--- src/rtl/dpr_pkg.sv ---
package dpr_pkg;
   typedef enum logic [1:0] {
      CMP_MIN    = 2'b00,
      CMP_MAX    = 2'b01,
      CMP_MINMAG = 2'b10,
      CMP_MAXMAG = 2'b11
   } cmp_op_e;

   typedef enum logic [1:0] {
      SGN_FIRST = 2'b00,
      SGN_KEEP  = 2'b01,
      SGN_CLEAR = 2'b10,
      SGN_SET   = 2'b11
   } sgn_mode_e;

   typedef struct packed {
      logic snan;
      logic qnan;
      logic zero;
      logic denorm;
   } opnd_cls_t;
endpackage

--- src/rtl/dpr_classify.sv ---
module dpr_classify
   import dpr_pkg::*;
#(
   parameter int EXP_W  = 11,
   parameter int FRAC_W = 52,
   parameter int W      = 1 + EXP_W + FRAC_W
) (
   input  logic [W-1:0] opnd,
   input  logic         daz_en,
   output opnd_cls_t    cls,
   output logic [W-1:0] flushed
);
   logic [EXP_W-1:0]  expo;
   logic [FRAC_W-1:0] frac;
   logic              exp_max, exp_zero, frac_nz;

   assign expo     = opnd[W-2:FRAC_W];
   assign frac     = opnd[FRAC_W-1:0];
   assign exp_max  = &expo;
   assign exp_zero = ~|expo;
   assign frac_nz  = |frac;

   always_comb begin
      cls.snan   = exp_max & frac_nz & ~frac[FRAC_W-1];
      cls.qnan   = exp_max & frac[FRAC_W-1];
      cls.denorm = exp_zero & frac_nz;
      // a flushed denormal counts as zero from here on
      cls.zero   = exp_zero & (~frac_nz | daz_en);
      flushed    = (daz_en & cls.denorm) ? {opnd[W-1], {(W-1){1'b0}}} : opnd;
   end
endmodule

--- src/rtl/dpr_select.sv ---
module dpr_select
   import dpr_pkg::*;
#(
   parameter int EXP_W  = 11,
   parameter int FRAC_W = 52,
   parameter int W      = 1 + EXP_W + FRAC_W
) (
   input  logic [W-1:0] fa,
   input  logic [W-1:0] fb,
   input  logic         qnan_a,
   input  logic         qnan_b,
   input  logic         zero_a,
   input  logic         zero_b,
   input  cmp_op_e      op,
   output logic [W-1:0] sel_val
);
   logic [W-2:0] mag_a, mag_b;
   logic         sa, sb, opp, mag_le, mag_ge, mag_eq, val_le;

   assign mag_a  = fa[W-2:0];
   assign mag_b  = fb[W-2:0];
   assign sa     = fa[W-1];
   assign sb     = fb[W-1];
   assign opp    = sa ^ sb;
   assign mag_le = (mag_a <= mag_b);
   assign mag_ge = (mag_b <= mag_a);
   assign mag_eq = mag_le & mag_ge;

   // signed order on sign-magnitude values (opposite zeros handled below)
   always_comb begin
      if (opp)      val_le = sa;
      else if (!sa) val_le = mag_le;
      else          val_le = mag_ge;
   end

   always_comb begin
      if (qnan_b)
         sel_val = fa;
      else if (qnan_a)
         sel_val = fb;
      else if (opp && zero_a && zero_b)
         sel_val = {~op[0], {(W-1){1'b0}}};
      else if (opp && mag_eq && op[1])
         // min-magnitude keeps the negative one, max-magnitude the positive
         sel_val = (op[0] ^ sa) ? fa : fb;
      else begin
         unique case (op)
            CMP_MIN:    sel_val = val_le ? fa : fb;
            CMP_MAX:    sel_val = val_le ? fb : fa;
            CMP_MINMAG: sel_val = mag_le ? fa : fb;
            default:    sel_val = mag_le ? fb : fa;
         endcase
      end
   end
endmodule

--- src/rtl/dpr_finish.sv ---
module dpr_finish
   import dpr_pkg::*;
#(
   parameter int EXP_W  = 11,
   parameter int FRAC_W = 52,
   parameter int W      = 1 + EXP_W + FRAC_W
) (
   input  logic [W-1:0] raw_a,
   input  logic [W-1:0] raw_b,
   input  logic         snan_a,
   input  logic         snan_b,
   input  logic         qnan_a,
   input  logic         qnan_b,
   input  logic         dn_a,
   input  logic         dn_b,
   input  logic         daz_en,
   input  logic [W-1:0] sel_val,
   input  sgn_mode_e    smode,
   output logic [W-1:0] res,
   output logic         inv,
   output logic         den
);
   localparam logic [W-1:0] QUIET_BIT = {{(W-FRAC_W){1'b0}}, 1'b1, {(FRAC_W-1){1'b0}}};

   logic sign_out;

   always_comb begin
      unique case (smode)
         SGN_FIRST: sign_out = raw_a[W-1];
         SGN_KEEP:  sign_out = sel_val[W-1];
         SGN_CLEAR: sign_out = 1'b0;
         default:   sign_out = 1'b1;
      endcase
   end

   always_comb begin
      inv = snan_a | snan_b;
      if (snan_a)      res = raw_a | QUIET_BIT;
      else if (snan_b) res = raw_b | QUIET_BIT;
      else             res = {sign_out, sel_val[W-2:0]};
      den = ~daz_en & ~inv & ((dn_a & ~qnan_b) | (dn_b & ~qnan_a));
   end
endmodule

--- src/rtl/dp_range_sel.sv ---
module dp_range_sel
   import dpr_pkg::*;
#(
   parameter int EXP_W   = 11,
   parameter int FRAC_W  = 52,
   parameter int CTL_W   = 8,
   parameter int REG_OUT = 1,
   parameter int W       = 1 + EXP_W + FRAC_W
) (
   input  logic             clk,
   input  logic             rst_n,
   input  logic             in_valid,
   input  logic [W-1:0]     opnd_a,
   input  logic [W-1:0]     opnd_b,
   input  logic [CTL_W-1:0] ctl,
   input  logic             daz_en,
   output logic             out_valid,
   output logic [W-1:0]     result,
   output logic             flag_invalid,
   output logic             flag_denorm,
   output logic             ctl_illegal
);
   localparam int NOPS = 2;

   if (EXP_W < 2 || FRAC_W < 2) begin : g_bad_fmt
      $error("dp_range_sel: exponent and fraction need at least 2 bits");
   end
   if (CTL_W < 5) begin : g_bad_ctl
      $error("dp_range_sel: control needs reserved bits above bit 3");
   end
   if (REG_OUT != 0 && REG_OUT != 1) begin : g_bad_reg
      $error("dp_range_sel: REG_OUT must be 0 or 1");
   end

   logic [W-1:0] ops     [NOPS];
   logic [W-1:0] flat    [NOPS];
   opnd_cls_t    cls     [NOPS];
   logic [W-1:0] sel_val, c_res;
   logic         c_inv, c_den, c_ill;

   assign ops[0] = opnd_a;
   assign ops[1] = opnd_b;

   for (genvar gi = 0; gi < NOPS; gi++) begin : g_cls
      dpr_classify #(.EXP_W(EXP_W), .FRAC_W(FRAC_W), .W(W)) u_cls (
         .opnd    (ops[gi]),
         .daz_en  (daz_en),
         .cls     (cls[gi]),
         .flushed (flat[gi])
      );
   end

   dpr_select #(.EXP_W(EXP_W), .FRAC_W(FRAC_W), .W(W)) u_sel (
      .fa      (flat[0]),
      .fb      (flat[1]),
      .qnan_a  (cls[0].qnan),
      .qnan_b  (cls[1].qnan),
      .zero_a  (cls[0].zero),
      .zero_b  (cls[1].zero),
      .op      (cmp_op_e'(ctl[1:0])),
      .sel_val (sel_val)
   );

   dpr_finish #(.EXP_W(EXP_W), .FRAC_W(FRAC_W), .W(W)) u_fin (
      .raw_a   (opnd_a),
      .raw_b   (opnd_b),
      .snan_a  (cls[0].snan),
      .snan_b  (cls[1].snan),
      .qnan_a  (cls[0].qnan),
      .qnan_b  (cls[1].qnan),
      .dn_a    (cls[0].denorm),
      .dn_b    (cls[1].denorm),
      .daz_en  (daz_en),
      .sel_val (sel_val),
      .smode   (sgn_mode_e'(ctl[3:2])),
      .res     (c_res),
      .inv     (c_inv),
      .den     (c_den)
   );

   assign c_ill = |ctl[CTL_W-1:4];

   if (REG_OUT == 1) begin : g_reg
      always_ff @(posedge clk or negedge rst_n) begin
         if (!rst_n) begin
            out_valid    <= 1'b0;
            result       <= '0;
            flag_invalid <= 1'b0;
            flag_denorm  <= 1'b0;
            ctl_illegal  <= 1'b0;
         end else begin
            out_valid <= in_valid;
            if (in_valid) begin
               result       <= c_res;
               flag_invalid <= c_inv;
               flag_denorm  <= c_den;
               ctl_illegal  <= c_ill;
            end
         end
      end

      a_r11_valid_follows: assert property (@(posedge clk) disable iff (!rst_n)
         in_valid |=> out_valid);
      a_r11_hold: assert property (@(posedge clk) disable iff (!rst_n)
         !in_valid |=> (!out_valid && $stable(result)));
      a_r4_snan_quieted: assert property (@(posedge clk) disable iff (!rst_n)
         (in_valid && cls[0].snan) |=> (flag_invalid && result[FRAC_W-1]));
      a_r5_qnan_pair: assert property (@(posedge clk) disable iff (!rst_n)
         (in_valid && cls[0].qnan && cls[1].qnan) |=>
            (!flag_invalid && result[W-2:0] == $past(opnd_a[W-2:0])));
      a_r6_zero_pair: assert property (@(posedge clk) disable iff (!rst_n)
         (in_valid && cls[0].zero && cls[1].zero && (opnd_a[W-1] != opnd_b[W-1]))
            |=> (result[W-2:0] == '0));
      a_r10_illegal: assert property (@(posedge clk) disable iff (!rst_n)
         (in_valid && |ctl[CTL_W-1:4]) |=> ctl_illegal);
   end else begin : g_comb
      assign out_valid    = in_valid;
      assign result       = c_res;
      assign flag_invalid = c_inv;
      assign flag_denorm  = c_den;
      assign ctl_illegal  = c_ill;
   end

   a_r8_flags_exclusive: assert property (@(posedge clk) disable iff (!rst_n)
      flag_invalid |-> !flag_denorm);
endmodule

--- config.mk ---
export PLATFORM = sky130hd
export DESIGN_NAME = dp_range_sel
export DESIGN_NICKNAME = d
export VERILOG_FILES = /design/src/rtl/dpr_pkg.sv /design/src/rtl/dpr_classify.sv /design/src/rtl/dpr_select.sv /design/src/rtl/dpr_finish.sv /design/src/rtl/dp_range_sel.sv
export SDC_FILE = /design/constraint.sdc
export NUM_CORES = 1
export LEC_CHECK = 0
export BUFFER_PORTS_ARGS = -buffer_cell sky130_fd_sc_hd__buf_2
export CORE_MARGIN = 3
export CORE_UTILIZATION = 40
export CTS_CLUSTER_DIAMETER = 100
export DETAILED_ROUTE_END_ITERATION = 12
export PLACE_DENSITY_LB_ADDON = 0.05
export REMOVE_ABC_BUFFERS = 1
export SYNTH_ARGS = -nofsm -noshare
export SYNTH_HDL_FRONTEND = slang
export SYNTH_SLANG_ARGS = --single-unit
--- constraint.sdc ---
create_clock -name clk -period 1.2 [get_ports clk]
set_input_delay 0.12 -clock clk [delete_from_list [all_inputs] [get_ports clk]]
set_output_delay 0.12 -clock clk [all_outputs]
set_load 0.05 [all_outputs]
==> flow_metrics.tcl <==
set metrics [dict create \
    clock_sinks 68 \
    p_leak_nw 8.17 \
    placementRows 57 \
    status "finished, violations left" \
    ys_ff_latch 68 \
    start_kind "input pin" \
    grt_pass1_wl_mm 88.1 \
    hold_viol 0 \
    n_antenna_cell 0 \
    syn_inst 1528 \
    mostFrequentLayoutCell "buf_4" \
    wl_mm 61.1 \
    path_max_fanout 6 \
    hpwl_mm 46.4 \
    synthDistinctLibCells 84 \
    place.port_buffers 207 \
    grt_setup_unrepaired "true" \
    vias 15960 \
    drc_errors 0 \
    setup_slack_ns -3.79 \
    dieArea_sq_um 27000 \
    grt_max_degree 69 \
    drt_iter0_markers 1923 \
    arrival_ns 5.26 \
    area_growth_pct 73.0 \
    violations "negative setup slack" \
    antenna_left 0 \
    clock_latency_ns 0.36 \
    clk_path_buf_depth 2 \
    worst_slew_pin_slew_ns 0.719 \
    synth_top_area_frac 0.169 \
    via_per_inst 6.31 \
    ys_seq_area_frac 0.169 \
    slew_headroom 0.521 \
    nFillCells 2091 \
    async_flop_share 1.00 \
    h-tree-depth 3 \
    seqPwrFrac 0.203 \
    start_util 0.410 \
    ioPinCount 208 \
    p_switching_mw 6.53 \
    overflow 0 \
    final_cells 2531 \
    power.internal_mw 7.57 \
    syn_area_sq_um 10000 \
    path_clk_slew_ns 0.07 \
    place_area_sq_um 15200 \
    track_usage 0.430 \
    hp-class "in2reg" \
    critical_path_class "in2reg" \
    p_clk_frac 0.196 \
    ys.flop_type "dfrtp_1" \
    antenna_found_initial 0 \
    die_x_um 164 \
    synth_top_area_cell "dfrtp_1" \
    yosys-top-cells-area "dfrtp_1 17%, nand2_1 10%, a21oi_1 8.2%" \
    holdWs_ns 0.0292 \
    postSynthAreaPerCell_sq_um 6.57 \
    clock_skew_ns 0 \
    final_layout_size_suffix_gt1_frac 0.452 \
    tns_ns -234.00 \
    gp_congestion 1.03 \
    crit_path_end_kind "flop" \
    crit_required_ns 1.48 \
    fmax_mhz 201 \
    setup_viol 66 \
    grt_pass1_vias 15041 \
    switching_share 0.463 \
    fin_crit_sh 4.15 \
    finalInstanceArea_sq_um 17400 \
    combPwrFrac 0.601 \
    cts_root_buf "clkbuf_16" \
    placedCellCount 2459 \
    report.final.slew_viol_count 0 \
    p_total_mw 14.1 \
    vdd_drop_max_mv 0.643 \
    die_y_um 164 \
    layout_common_cells "517 x buf_4, 246 x nand2_1, 195 x buf_2" \
    pwr_density_cell_nw_per_um2 812 \
    maxCapViolCount 0 \
    cts_buffers 9 \
    core-area_sq_um 24500 \
    firstDrtPassIters 6 \
    nNetsFinal 2398 \
    synth_edf_count 0 \
    wl_per_cell_um 24.2 \
    min_period_ns 4.99 \
    yosys_warnings 0 \
    tritoncts "done" \
]
through the flow:
step / util / setup WS (ns)
after global placement: 0.621 / -4.54
after detailed placement: 0.621 / -4.58
after global routing: 0.710 / -3.86
after CTS: 0.677 / -3.63
final: 0.710 / -3.79
after floorplan: - / -4.94
path summary, 6_finish.rpt:
check	slack, ns	start	cells past startpoint	to
worst min-delay path	0.03	opnd_b[9]	3	result[9]
worst max register to register	-0.22	result[50]	4	result[50]
worst min register to register	0.50	result[48]	2	result[48]
max in group asynchronous	0.50	rst_n	3	result[32]
worst max-delay path	-3.79	opnd_b[54]	24	result[13]
min in group asynchronous	0.32	rst_n	3	result[35]
synth_stat cells, types with 30 or more instances:
library cell,number
nand2_1,267
a21oi_1,165
o21ai_0,113
nor2_1,109
clkbuf_1,100
nand3_1,91
inv_1,71
dfrtp_1,68
ha_1,56
nor4_1,42
a31oi_1,35
o221ai_1,31
o22ai_1,30
routing by layer:
metal / GRT usage / wire length (um) / share of wire
met1: 0.555 / 24000 / 0.39
met3: 0.0815 / 6450 / 0.11
met2: 0.670 / 26700 / 0.44
met5: 0 / 0 / 0
met4: 0.249 / 4020 / 0.066
flip-flops by register name, summed over array words and instances, names as in the netlist:
| name | count |
|---|---|
| result | 64 |
| ctl_illegal | 1 |
| flag_denorm | 1 |
| flag_invalid | 1 |
| out_valid | 1 |
kinds of logic (layout without fill, tap and decap cells):
| logic type | after synthesis | in the layout | synth area share |
|---|---|---|---|
| xor gates and xnor gates | 12 | 12 | 0.0131 |
| muxes | 17 | 17 | 0.0172 |
| DFF | 68 | 68 | 0.169 |
| adders and majority gates | 58 | 58 | 0.0720 |
| and+or+nand+nor | 611 | 611 | 0.278 |
| buffers and inverters | 195 | 874 | 0.0752 |
| AOI/OAI and AO/OA | 567 | 567 | 0.375 |
cell type report:
class / instances / area (sq um) / area share
clock inverters: 6 / 40.0 / 0.00230
flip-flops and latches: 68 / 1700 / 0.0979
well taps: 324 / 405 / 0.0233
repair buffers: 785 / 5950 / 0.343
multi-input cells: 1265 / 8760 / 0.504
inverters: 73 / 274 / 0.0158
clock buffers: 10 / 239 / 0.0138
power groups by stage:
stage	clock, mW	combinational [mW]	sequential, mW
2_1_floorplan	0	2.41	4.13
3_3_place_gp	0	6.98	2.88
3_5_place_dp	0	7.03	2.89
4_1_cts	2.76	7.61	2.85
5_1_grt	2.83	8.88	2.90
6_report	2.76	8.47	2.87
worst max-delay path: stages:
cell and delay [ns]:
buf_2 0.11, buf_4 0.14, or4b_2 0.67, or4_4 0.45, or2_4 0.31, buf_4 0.16
nand2_2 0.09, ha_4 0.13, nand4_1 0.21, nor2_1 0.18, and3_1 0.20, nand2_2 0.09
nor4_4 0.34, nand2_1 0.12, o211ai_1 0.19, buf_4 0.16, nor2_4 0.04, a311o_1 0.40
buf_6 0.20, xnor2_4 0.24, a21o_1 0.22, buf_6 0.15, nand3_2 0.08, a31oi_2 0.25
repair_timing:
item                       4_1_cts  5_1_grt
hold endpoints to repair        68        0
buffers inserted                49       25
setup endpoints to repair       67       68
gates cloned                     1        3
hold buffers                     1        0
gates resized for setup        169      156
pin swaps                       50       87
Power figures use the tool's default switching activity.
